--- src/rtl/owsw_pkg.sv ---
package owsw_pkg;
    typedef enum logic [2:0] {
        ST_IDLE    = 3'd0,
        ST_LOW     = 3'd1,
        ST_DATA    = 3'd2,
        ST_RECOVER = 3'd3,
        ST_GAP     = 3'd4,
        ST_FIN     = 3'd5
    } owsw_state_e;
endpackage

--- src/rtl/owsw_tick_gen.sv ---
module owsw_tick_gen #(
    parameter int TICK_DIV = 15
) (
    input  logic clk,
    input  logic rst_n,
    input  logic clr,
    input  logic run,
    output logic tick
);
    localparam int CW = (TICK_DIV > 1) ? $clog2(TICK_DIV) : 1;
    localparam logic [CW-1:0] LAST = CW'(TICK_DIV - 1);

    logic [CW-1:0] div_cnt;

    assign tick = run && (div_cnt == LAST);

    always_ff @(posedge clk or negedge rst_n) begin
        if (!rst_n) begin
            div_cnt <= '0;
        end else if (clr) begin
            div_cnt <= '0;
        end else if (run) begin
            div_cnt <= tick ? '0 : div_cnt + 1'b1;
        end
    end

    generate
        if (TICK_DIV > 1) begin : g_chk
            AST_TICK_SPACED: assert property (@(posedge clk) disable iff (!rst_n)
                tick |=> !tick);
        end
    endgenerate
endmodule

--- src/rtl/owsw_slot_timer.sv ---
module owsw_slot_timer #(
    parameter int T_LOW  = 6,
    parameter int T_DATA = 60,
    parameter int T_REC  = 10
) (
    input  logic clk,
    input  logic rst_n,
    input  logic clr,
    input  logic tick,
    output logic low_end,
    output logic data_end,
    output logic slot_end
);
    localparam int T_RELEASE = T_LOW + T_DATA;
    localparam int T_SLOT    = T_RELEASE + T_REC;
    localparam int TW        = $clog2(T_SLOT + 1);

    logic [TW-1:0] tick_cnt;

    assign low_end  = tick && (tick_cnt == TW'(T_LOW - 1));
    assign data_end = tick && (tick_cnt == TW'(T_RELEASE - 1));
    assign slot_end = tick && (tick_cnt == TW'(T_SLOT - 1));

    always_ff @(posedge clk or negedge rst_n) begin
        if (!rst_n) begin
            tick_cnt <= '0;
        end else if (clr || slot_end) begin
            tick_cnt <= '0;
        end else if (tick) begin
            tick_cnt <= tick_cnt + 1'b1;
        end
    end

    AST_CNT_RANGE: assert property (@(posedge clk) disable iff (!rst_n)
        tick_cnt < TW'(T_SLOT));
endmodule

--- src/rtl/ow_bit_writer.sv ---
module ow_bit_writer
    import owsw_pkg::*;
#(
    parameter int DATA_W   = 16,
    parameter int TICK_DIV = 15,
    parameter int T_LOW    = 6,
    parameter int T_DATA   = 60,
    parameter int T_REC    = 10
) (
    input  logic        clk,
    input  logic        rst_n,
    input  logic        start,
    input  logic [1:0]  byte_cnt,
    input  logic [15:0] data,
    input  logic        hold,
    output logic        drive_low,
    output logic        busy,
    output logic        done
);
    localparam int MAX_BYTES = DATA_W / 8;
    localparam int BW        = $clog2(DATA_W + 1);

    owsw_state_e   state, nxt;
    logic [DATA_W-1:0] shreg;
    logic [BW-1:0]     bits_left;
    logic [BW-1:0]     load_bits;
    logic              run, slot_go, tick;
    logic              low_end, data_end, slot_end;
    logic              last_bit, accept;

    always_comb begin
        if (int'(byte_cnt) > MAX_BYTES) load_bits = BW'(MAX_BYTES * 8);
        else                            load_bits = BW'(int'(byte_cnt) * 8);
    end

    assign accept   = start && ((state == ST_IDLE) || (state == ST_FIN));
    assign last_bit = (bits_left == BW'(1));
    assign run      = (state == ST_LOW) || (state == ST_DATA) || (state == ST_RECOVER);
    assign slot_go  = (nxt == ST_LOW) && (state != ST_LOW);

    owsw_tick_gen #(.TICK_DIV(TICK_DIV)) i_tick (
        .clk(clk), .rst_n(rst_n), .clr(slot_go), .run(run), .tick(tick)
    );

    owsw_slot_timer #(.T_LOW(T_LOW), .T_DATA(T_DATA), .T_REC(T_REC)) i_slot (
        .clk(clk), .rst_n(rst_n), .clr(slot_go), .tick(tick),
        .low_end(low_end), .data_end(data_end), .slot_end(slot_end)
    );

    // next-state logic
    always_comb begin
        nxt = state;
        unique case (state)
            ST_IDLE, ST_FIN: begin
                if (accept) nxt = (load_bits == '0) ? ST_FIN : ST_LOW;
                else        nxt = ST_IDLE;
            end
            ST_LOW:     if (low_end)  nxt = ST_DATA;
            ST_DATA:    if (data_end) nxt = ST_RECOVER;
            ST_RECOVER: begin
                if (slot_end) begin
                    if (last_bit)  nxt = ST_FIN;
                    else if (hold) nxt = ST_GAP;
                    else           nxt = ST_LOW;
                end
            end
            ST_GAP:     if (!hold) nxt = ST_LOW;
            default:    nxt = ST_IDLE;
        endcase
    end

    // state register
    always_ff @(posedge clk or negedge rst_n) begin
        if (!rst_n) state <= ST_IDLE;
        else        state <= nxt;
    end

    // bit datapath
    always_ff @(posedge clk or negedge rst_n) begin
        if (!rst_n) begin
            shreg     <= '0;
            bits_left <= '0;
        end else if (accept) begin
            shreg     <= DATA_W'(data);
            bits_left <= load_bits;
        end else if ((state == ST_RECOVER) && slot_end) begin
            shreg     <= shreg >> 1;
            bits_left <= bits_left - 1'b1;
        end
    end

    // outputs
    always_comb begin
        drive_low = 1'b0;
        busy      = 1'b0;
        done      = 1'b0;
        unique case (state)
            ST_IDLE:    ;
            ST_LOW:     begin drive_low = 1'b1;       busy = 1'b1; end
            ST_DATA:    begin drive_low = ~shreg[0];  busy = 1'b1; end
            ST_RECOVER: busy = 1'b1;
            ST_GAP:     busy = 1'b1;
            ST_FIN:     done = 1'b1;
            default:    ;
        endcase
    end

    AST_DONE_SINGLE: assert property (@(posedge clk) disable iff (!rst_n)
        done && !start |=> !done);
    AST_DONE_NOT_BUSY: assert property (@(posedge clk) disable iff (!rst_n)
        !(done && busy));
    AST_IDLE_RELEASED: assert property (@(posedge clk) disable iff (!rst_n)
        !busy |-> !drive_low);
    AST_START_IGNORED: assert property (@(posedge clk) disable iff (!rst_n)
        busy && start && !slot_end |=> shreg == $past(shreg));
    AST_GAP_RELEASED: assert property (@(posedge clk) disable iff (!rst_n)
        (state == ST_GAP) |-> (!drive_low && busy));
    AST_SLOT_OPENS_LOW: assert property (@(posedge clk) disable iff (!rst_n)
        slot_go |=> drive_low);
endmodule

--- config.mk ---
export PLATFORM = sky130hd
export DESIGN_NAME = ow_bit_writer
export DESIGN_NICKNAME = d
export VERILOG_FILES = /design/src/rtl/owsw_pkg.sv /design/src/rtl/owsw_tick_gen.sv /design/src/rtl/owsw_slot_timer.sv /design/src/rtl/ow_bit_writer.sv
export SDC_FILE = /design/constraint.sdc
export NUM_CORES = 1
export LEC_CHECK = 0
export BUFFER_PORTS_ARGS = -buffer_cell sky130_fd_sc_hd__clkbuf_2
export CORE_MARGIN = 1.5
export CORE_UTILIZATION = 57
export DETAILED_ROUTE_END_ITERATION = 8
export PLACE_DENSITY = 0.79
export SLEW_MARGIN = 20
export SYNTH_ARGS = -nofsm -noshare
export SYNTH_HDL_FRONTEND = slang
export SYNTH_SLANG_ARGS = --single-unit
--- constraint.sdc ---
create_clock -name clk -period 3 [get_ports clk]
set_input_delay 0.75 -clock clk [delete_from_list [all_inputs] [get_ports clk]]
set_output_delay 0.75 -clock clk [all_outputs]
set_load 0.05 [all_outputs]
==> flow_summary.json, run 1 <==
{
  "status": "complete, no violations",
  "finalCritPeriodShare_pct": 88.53,
  "fin_nets": 262,
  "sequentialPowerShare_pct": 51.1,
  "pwr-share-clk_pct": 15.2,
  "multi_input_area_um2": 1041,
  "cts_hold_buf": 0,
  "hold_viol": 0,
  "p_sw_mw": 0.6874,
  "tns_ns": 0,
  "drcViolationCount": 0,
  "clock_sinks": 35,
  "dp_slack_ns": 0.7195,
  "place_area_um2": 2140,
  "vdd_drop_max_mv": 0.4169,
  "pwr-share-comb_pct": 33.7,
  "grt_max_degree": 37,
  "drv_cap": 0,
  "grt_pass1_vias": 1423,
  "cp.arrival_ns": 1.91,
  "areaGrowthSynthToFinish_pct": 9.476,
  "viasPerCell": 5.441,
  "internal-power_mw": 0.9944,
  "syn_avg_cell_area_um2": 9.422,
  "crit_fanout": 14,
  "startpoint_type": "register",
  "fillers": 307,
  "drv_slew": 0,
  "ctsResizeCount": 0,
  "yosysMostFrequentCell": "dfrtp_1",
  "port_buffers": 24,
  "num_rows": 21,
  "slew_headroom_pct": 43.55,
  "num_antenna_cells": 0,
  "ioPinCount": 25,
  "tritoncts": "yes",
  "stdcell_area_um2": 2197,
  "ant_nets": 0,
  "seq_area_frac_synth_pct": 43.64,
  "synth_common_cells": "dfrtp_1, nand2_1, o21ai_0, mux2i_1, nor2_1",
  "routed_wl_um": 3468,
  "yosysTopAreaCell": "dfrtp_1",
  "synth_seq_cells": 35,
  "tightest_slew_ns": 0.8468,
  "grt_pass1_wl_um": 6203,
  "fin_crit_ns": 2.656,
  "core_area_um2": 3363,
  "rsz0062_at_grt": "no",
  "first_iter_violations": 61,
  "clock_tree.root_cell": "clkbuf_4",
  "fin_skew_ns": 0.005161,
  "power.total_mw": 1.682,
  "clkTransAtPathRegs_ns": 0.11,
  "synthArstFlopShare_pct": 100.0,
  "setup-violations-final": 0,
  "power.leakage_nw": 1.040,
  "seq_area_um2": 875.8,
  "setup_ws_ns": 0.3442,
  "ys.flop_type": "dfrtp_1",
  "hp-class": "in2async",
  "endpoint_kind": "output port",
  "synth_edf_count": 0,
  "dr.pass1.iters": 4,
  "syn_inst": 213,
  "vias": 1529,
  "postCtsSetupRepairBufs": 0,
  "cts_buffers": 5,
  "max_clock_freq_mhz": 376.5,
  "cts.path.max_buffers": 2,
  "grt_overflow": 0,
  "hpwl_um": 2458,
  "drive_above_1_share_pct": 17.87,
  "htree_levels": 2,
  "antenna_found_initial": 0,
  "power_density_nw_per_um2": 765.4,
  "synthDistinctLibCells": 43,
  "yosysWarnings": 0,
  "initial_core_util_pct": 59.67,
  "gp_congestion": 0.7867,
  "die_w_um": 62.34,
  "synth_area_leaders": "dfrtp_1, mux2i_1, nand2_1",
  "synth_area_um2": 2007,
  "swShare_pct": 40.87,
  "die_area_um2": 3886,
  "netlist.area_leader.share_pct": 43.64,
  "routedWlPerCell_um": 12.34,
  "syn_nets": 241,
  "cp.required_ns": 2.25,
  "grtUsageTotal_pct": 19.99,
  "fp.dieH_um": 62.34,
  "clock_latency_ns": 0.35,
  "path_class": "reg2out"
}
-- state kept, by name, indices dropped and copies added (netlist names) --
signal / count
shreg: 16
state: 3
i_tick.div_cnt: 4
i_slot.tick_cnt: 7
bits_left: 5
-- power groups by stage --
stage                     combinational, mW  sequential (mW)  clock (mW)
after floorplan                       0.523            0.782           0
after global placement                0.556            0.860           0
after detailed placement              0.570            0.868           0
after CTS                             0.574            0.859       0.263
after global routing                  0.656            0.897       0.283
final                                 0.567            0.859       0.256
-- critical path, cell delays in order (launching register included) --
cell and delay [ns]:
dfrtp_1 0.61, or3b_2 0.48, a21oi_1 0.17, clkbuf_2 0.30
-- cells by family (layout without fill, tap and decap cells) --
logic type | count (synthesis) | count (layout) | synth area share, %
AND/OR/NAND/NOR | 87 | 87 | 24.56
AO/OA/AOI/OAI | 39 | 39 | 10.79
flip-flops | 35 | 35 | 43.64
buffers and inverters | 19 | 41 | 4.488
multiplexers | 16 | 16 | 7.980
XOR/XNOR | 11 | 11 | 4.800
adder cells (fa/ha/maj) | 6 | 6 | 3.741
-- cell usage in the layout, fill, tap and decap left out, types with 2 or more instances in the layout --
cell         n
clkbuf_2    24
inv_1        6
xor2_1       6
nand3b_1     2
clkinvlp_4   2
a31oi_1      2
clkbuf_4     5
nand2b_1     4
mux2i_1     16
nand3_1      5
nand4_1      4
xnor2_1      5
ha_1         6
a21oi_1     12
nand2_1     32
nor2_1      14
and3_1       2
dfrtp_1     35
o21ai_0     20
buf_4        3
nor3_1       8
-- final timing paths --
| check | start | to | slack [ns] | cells past startpoint |
|---|---|---|---|---|
| worst max-delay path | state[1] | drive_low | 0.34 | 3 |
| worst min-delay path | rst_n | i_slot.tick_cnt[2] | 0.49 | 1 |
| worst max register to register | bits_left[1] | i_slot.tick_cnt[2] | 0.78 | 8 |
| worst min register to register | shreg[15] | shreg[15] | 0.54 | 2 |
| max in group asynchronous | rst_n | bits_left[4] | 1.99 | 1 |
| min in group clk | shreg[15] | shreg[15] | 0.54 | 2 |
-- routing by layer --
layer | vias to the layer above | part of all wire (%) | track usage, %
li1 | 779 | - | -
met1 | 710 | 49 | 27.87
met2 | 32 | 45 | 29.35
met3 | 8 | 4.6 | 5.797
met4 | 0 | 2.0 | 8.333
met5 | - | 0 | 0
-- metrics by stage --
step | hold slack [ns] | util [%] | instances
floorplan | 0.4544 | - | 213
global placement | 0.5278 | 63.62 | 273
detailed placement | 0.5305 | 63.62 | 273
CTS | 0.5049 | 65.33 | 281
global route | 0.5398 | 65.33 | 281
finish | 0.4888 | 65.33 | 281
-- final cells by class --
| type | count | share of cell area (%) |
|---|---|---|
| clock buffers | 5 | 1.708 |
| well taps | 46 | 2.620 |
| inverters | 6 | 1.025 |
| multi-input cells | 159 | 47.38 |
| clock inverters | 3 | 0.9112 |
| flip-flops and latches | 35 | 39.86 |
| repair buffers | 27 | 6.492 |
Power figures use the tool's default switching activity.
==> inputs of run 2 (changes only) <==
Settings changed: ABC_AREA set to 1, PLACE_DENSITY 0.79 to 0.78.
==> flow_summary.json, run 2 <==
{
  "fin_skew_ns": 0.02054,
  "clock_latency_ns": 0.35,
  "tns_ns": 0,
  "viasPerCell": 5.266,
  "cp_num_buf_inv": 2,
  "grtUsageTotal_pct": 23.39,
  "routed_wl_um": 3891,
  "num_rows": 21,
  "cts.path.max_buffers": 2,
  "p_sw_mw": 0.1643,
  "tightest_slew_ns": 0.8538,
  "max_clock_freq_mhz": 397.4,
  "cp.required_ns": 2.25,
  "netlist.area_leader.share_pct": 43.13,
  "swShare_pct": 22.28,
  "stdcell_area_um2": 2221,
  "finalCritPeriodShare_pct": 83.88,
  "power_density_nw_per_um2": 331.9,
  "pwr-share-comb_pct": 3.4,
  "cpLargestDelayFamily": "flip-flops",
  "final_common_cell": "nand2_1",
  "antenna_found_initial": 0,
  "first_iter_violations": 65,
  "hold_ws_ns": 0.4919,
  "vias": 1643,
  "pwr-share-clk_pct": 32.7,
  "grt_max_degree": 36,
  "synth_area_um2": 2031,
  "path_class": "reg2out",
  "cts_buffers": 5,
  "startpoint_type": "register",
  "htree_levels": 2,
  "grt_pass1_vias": 1620,
  "drv_cap": 0,
  "power.leakage_nw": 1.060,
  "hp-class": "reg2reg",
  "fillers": 287,
  "synth_edf_count": 0,
  "die_w_um": 62.69,
  "syn_inst": 239,
  "status": "complete, no violations",
  "syn_nets": 267,
  "synth_area_leaders": "dfrtp_1, nand2_1, nand3_1",
  "regMostFlops": "shreg",
  "worst_path_largest_cell_delay_ns": 0.47,
  "synth_seq_cells": 35,
  "core_area_um2": 3390,
  "drv_slew": 0,
  "rsz0062_at_grt": "no",
  "hpwl_um": 2869,
  "dr.pass1.iters": 4,
  "drive_above_1_share_pct": 25.56,
  "seq_area_um2": 875.8,
  "ctsResizeCount": 0,
  "mostFrequentLayoutCells": "nand2_1, dfrtp_1, nand3_1",
  "slew_headroom_pct": 43.08,
  "setup-violations-final": 0,
  "drcViolationCount": 0,
  "fp.dieH_um": 62.69,
  "largest_reg_flops": 16,
  "vdd_drop_max_mv": 0.2313,
  "fin_nets": 293,
  "port_buffers": 24,
  "tritoncts": "yes",
  "sequentialPowerShare_pct": 64.0,
  "path_cells": "nor3_1 > inv_1 > o21ai_0 > clkbuf_2",
  "initial_core_util_pct": 59.91,
  "synth_common_cells": "nand2_1, dfrtp_1, nand3_1, inv_1, nor2_1",
  "grt_overflow": 0,
  "crit_slowest_cell": "dfrtp_1",
  "place_area_um2": 2171,
  "cts_hold_buf": 0,
  "routedWlPerCell_um": 12.47,
  "ioPinCount": 25,
  "num_antenna_cells": 0,
  "reg_top3": "shreg (16), i_slot.tick_cnt (7), bits_left (5)",
  "internal-power_mw": 0.5729,
  "ant_nets": 0,
  "synthDistinctLibCells": 36,
  "crit_fanout": 5,
  "yosysTopAreaCell": "dfrtp_1",
  "cp.arrival_ns": 1.77,
  "areaGrowthSynthToFinish_pct": 9.365,
  "multi_input_area_um2": 1005,
  "postCtsSetupRepairBufs": 0,
  "gp_congestion": 0.8560,
  "die_area_um2": 3929,
  "grt_pass1_wl_um": 7148,
  "endpoint_kind": "output port",
  "synthArstFlopShare_pct": 100.0,
  "clock_sinks": 35,
  "ys.flop_type": "dfrtp_1",
  "clock_tree.root_cell": "clkbuf_4",
  "syn_avg_cell_area_um2": 8.497,
  "seq_area_frac_synth_pct": 43.13,
  "yosysMostFrequentCell": "nand2_1",
  "fin_crit_ns": 2.516,
  "yosysWarnings": 0,
  "hold_viol": 0,
  "clkTransAtPathRegs_ns": 0.11
}
run 2: final cells by class:
cell class                 count  area share, %
clock buffer                   7          2.028
multi-input combinational    172          45.24
sequential                    35          39.44
timing repair buffer          25          5.746
tap                           46          2.592
inverter                      26          4.732
clock inverter                 1         0.2254
run 2: cell families (layout without fill, tap and decap cells):
logic type	count (synthesis)	after routing	synth area share [%]
AOI/OAI and AO/OA	28	28	10.10
adders and majority gates	6	6	3.697
buffers and inverters	32	59	7.394
DFF	35	35	43.13
xor gates and xnor gates	6	6	2.588
and+or+nand+nor	132	132	33.09
run 2: final timing paths:
| check | slack [ns] | from | cells past startpoint | endpoint |
|---|---|---|---|---|
| max in group asynchronous | 1.96 | rst_n | 1 | i_tick.div_cnt[0] |
| worst max-delay path | 0.48 | state[2] | 4 | drive_low |
| worst max register to register | 1.06 | state[0] | 10 | i_slot.tick_cnt[3] |
| worst min register to register | 0.49 | shreg[5] | 2 | shreg[5] |
| worst min-delay path | 0.49 | shreg[5] | 2 | shreg[5] |
| min in group asynchronous | 0.50 | rst_n | 1 | shreg[15] |
run 2: power by group through the flow:
stage	Clock [mW]	Combinational, mW	Sequential (mW)
CTS	0.249	0.0257	0.471
detailed placement	0	0.0257	0.481
floorplan	0	0.00151	0.481
global placement	0	0.0253	0.481
finish	0.241	0.0249	0.471
global route	0.279	0.0293	0.472
run 2: through the flow:
step | setup WS (ns) | std cells | power, mW | util, %
6_report | 0.4836 | 312 | 0.7371 | 65.52
5_1_grt | 0.3328 | 312 | 0.7801 | 65.52
4_1_cts | 0.4472 | 312 | 0.7461 | 65.52
3_5_place_dp | 0.8283 | 304 | 0.5065 | 64.05
3_3_place_gp | 0.8461 | 304 | 0.5060 | 64.05
2_1_floorplan | 0.4149 | 239 | 0.4824 | -
run 2: worst reg2reg max path: stages (launching register included):
cell and delay (ns):
dfrtp_1 0.47, o21ai_2 0.27, nand3_2 0.41, nand2_1 0.18
inv_1 0.06, nand2_1 0.06, nor2_2 0.04, nand3_2 0.07
nand2_2 0.09, nand2_4 0.13, nor2_2 0.05
run 2: layer usage:
| layer | part of all wire [%] | GRT usage, % | up-vias |
|---|---|---|---|
| met5 | 0 | 0 | - |
| met4 | 1.8 | 10.83 | 0 |
| met3 | 4.0 | 4.144 | 8 |
| met2 | 49 | 38.44 | 41 |
| met1 | 46 | 30.15 | 758 |
| li1 | - | - | 836 |
==> inputs of run 3 (changes only) <==
Settings changed: CORE_UTILIZATION 57 to 52, PLACE_DENSITY 0.78 to 0.75.
Clock period 3 ns to 2.2 ns, I/O delays scaled along.
==> flow_summary.json, run 3 (synthesis gave the netlist of run 2 again) <==
{
  "path_class": "reg2out",
  "power_density_nw_per_um2": 487.1,
  "startpoint": "state[2]",
  "place_area_um2": 2188,
  "path_cells": "inv_1 > nor3_1 > or2_2 > clkbuf_2",
  "clock_latency_ns": 0.28,
  "core_area_um2": 3716,
  "worst-path-stages": 4,
  "startpoint_type": "register",
  "slew_headroom_pct": 70.62,
  "largest_reg_flops": 16,
  "fin_skew_ns": 0.007806,
  "mostFrequentLayoutCells": "nand2_1, dfrtp_1, nand3_1",
  "cp_num_buf_inv": 2,
  "grt_pass1_wl_um": 6679,
  "drv_cap": 0,
  "antenna_found_initial": 0,
  "cp.required_ns": 1.65,
  "fin_crit_ns": 2.124,
  "grt_max_degree": 36,
  "vias": 1639,
  "htree_levels": 2,
  "drv_slew": 0,
  "cpLargestDelayFamily": "flip-flops",
  "setup-violations-final": 0,
  "gp_congestion": 0.8244,
  "clkTransAtPathRegs_ns": 0.07,
  "hpwl_um": 2776,
  "rr_startpoint": "i_tick.div_cnt[0]",
  "num_rows": 22,
  "fin_nets": 295,
  "power.leakage_nw": 1.081,
  "use_met1_pct": 26.44,
  "routed_wl_um": 3742,
  "ant_nets": 0,
  "grtUsageMet3_pct": 6.164,
  "grtUsageTotal_pct": 20.37,
  "final_common_cell": "nand2_1",
  "worst_path_largest_cell_delay_ns": 0.47,
  "die_area_um2": 4289,
  "num_antenna_cells": 0,
  "dr.pass1.iters": 4,
  "r2r-end": "bits_left[2]",
  "reg_top3": "shreg (16), i_slot.tick_cnt (7), bits_left (5)",
  "tightest_slew_ns": 0.4407,
  "first_iter_violations": 106,
  "routedWlPerCell_um": 11.84,
  "tritoncts": "yes",
  "grtUsageMet2_pct": 32.53,
  "regMostFlops": "shreg",
  "cts.path.max_buffers": 2,
  "drive_above_1_share_pct": 26.87,
  "drcViolationCount": 0,
  "areaGrowthSynthToFinish_pct": 12.20,
  "viasPerCell": 5.187,
  "stdcell_area_um2": 2278,
  "max_clock_freq_mhz": 470.7,
  "cp.arrival_ns": 1.57,
  "status": "complete, no violations",
  "setup_ws_ns": 0.07554,
  "die_w_um": 65.49,
  "vdd_drop_max_mv": 0.3624,
  "postCtsSetupRepairBufs": 0,
  "fp.dieH_um": 65.49,
  "crit_end": "busy",
  "clock_tree.root_cell": "clkbuf_8",
  "initial_core_util_pct": 54.65,
  "crit_fanout": 5,
  "clock_sinks": 35,
  "cts_buffers": 5,
  "grt_pass1_vias": 1603,
  "rsz0062_at_grt": "yes",
  "top_usage_layer": "met2",
  "ff2ff_path_depth": 11,
  "ioPinCount": 25,
  "finalCritPeriodShare_pct": 96.57,
  "dp_slack_ns": 0.2935,
  "crit_slowest_cell": "dfrtp_1",
  "port_buffers": 24,
  "hold_viol": 0,
  "hp-class": "in2async",
  "rrSetupSlack_ns": 0.29,
  "grt_overflow": 0,
  "endpoint_kind": "output port"
}
## run 3: cell count changes in the layout (fill, tap and decap cells not counted)
| cell | previous run | this run |
|---|---|---|
| clkbuf_8 | 0 | 5 |
| buf_4 | 1 | 3 |
| nor3_1 | 3 | 2 |
| o21ai_1 | 1 | 2 |
| clkbuf_4 | 5 | 1 |
| nor3_2 | 0 | 1 |
| clkbuf_2 | 24 | 23 |
| dfrtp_1 | 35 | 34 |
| dfrtp_2 | 0 | 1 |
| o21ai_0 | 6 | 5 |
## run 3: how the worst min path moves through the flow
stage / start / endpoint / slack, ns / cells after the start
4_1_cts: rst_n / bits_left[2] / 0.30 / 2
5_1_grt: rst_n / bits_left[1] / 0.32 / 2
3_3_place_gp: shreg[4] / shreg[4] / 0.47 / 2
6_report: rst_n / shreg[8] / 0.30 / 2
2_1_floorplan: rst_n / bits_left[0] / 0.25 / 0
3_5_place_dp: shreg[6] / shreg[6] / 0.47 / 2
## run 3: what timing repair did
action                     CTS  global route
resized for setup            1             2
cloned                       0             0
setup endpoints to repair    1             2
hold buffers                 0             0
## run 3: layout make-up
class | instances | area (um^2)
multi-input combinational | 172 | 1010
timing repair buffer | 27 | 145.1
fill | 345 | 1438
clock inverter | 1 | 5.005
clock buffer | 7 | 76.32
inverter | 26 | 105.1
sequential | 35 | 877.1
tap | 48 | 60.06
## run 3: metal layers
layer | part of all wire [%] | routed length [um]
met5 | 0 | 0
met4 | 0.53 | 20
met3 | 4.9 | 184
met2 | 49 | 1825
met1 | 46 | 1710
## run 3: through the flow
| step | instances | hold slack (ns) | power (mW) | TNS, ns | util (%) |
|---|---|---|---|---|---|
| after floorplan | 239 | 0.2544 | 0.6578 | 0 | - |
| after global placement | 308 | 0.4669 | 0.6914 | 0 | 58.89 |
| after detailed placement | 308 | 0.4729 | 0.6917 | 0 | 58.89 |
| after CTS | 316 | 0.3021 | 1.127 | 0 | 61.14 |
| after global routing | 316 | 0.3169 | 1.163 | -0.06429 | 61.31 |
| final | 316 | 0.2952 | 1.110 | 0 | 61.31 |
## run 3: report_power, final
group | switching [mW] | internal (mW) | leakage (nW)
combinational | 0.0198 | 0.0151 | 0.577
clock | 0.210 | 0.222 | 0.0422
sequential | 0 | 0.643 | 0.462
total | 0.229 | 0.880 | 1.08
## run 3: worst reg2reg max path: stages (launching register included)
cell	delay, ns
dfrtp_1	0.40
inv_1	0.10
ha_1	0.15
inv_1	0.05
nor2_2	0.27
nand3_4	0.14
nor2_4	0.16
nand2_4	0.12
clkinv_4	0.16
nand2_2	0.08
a21oi_2	0.11
o21a_1	0.12
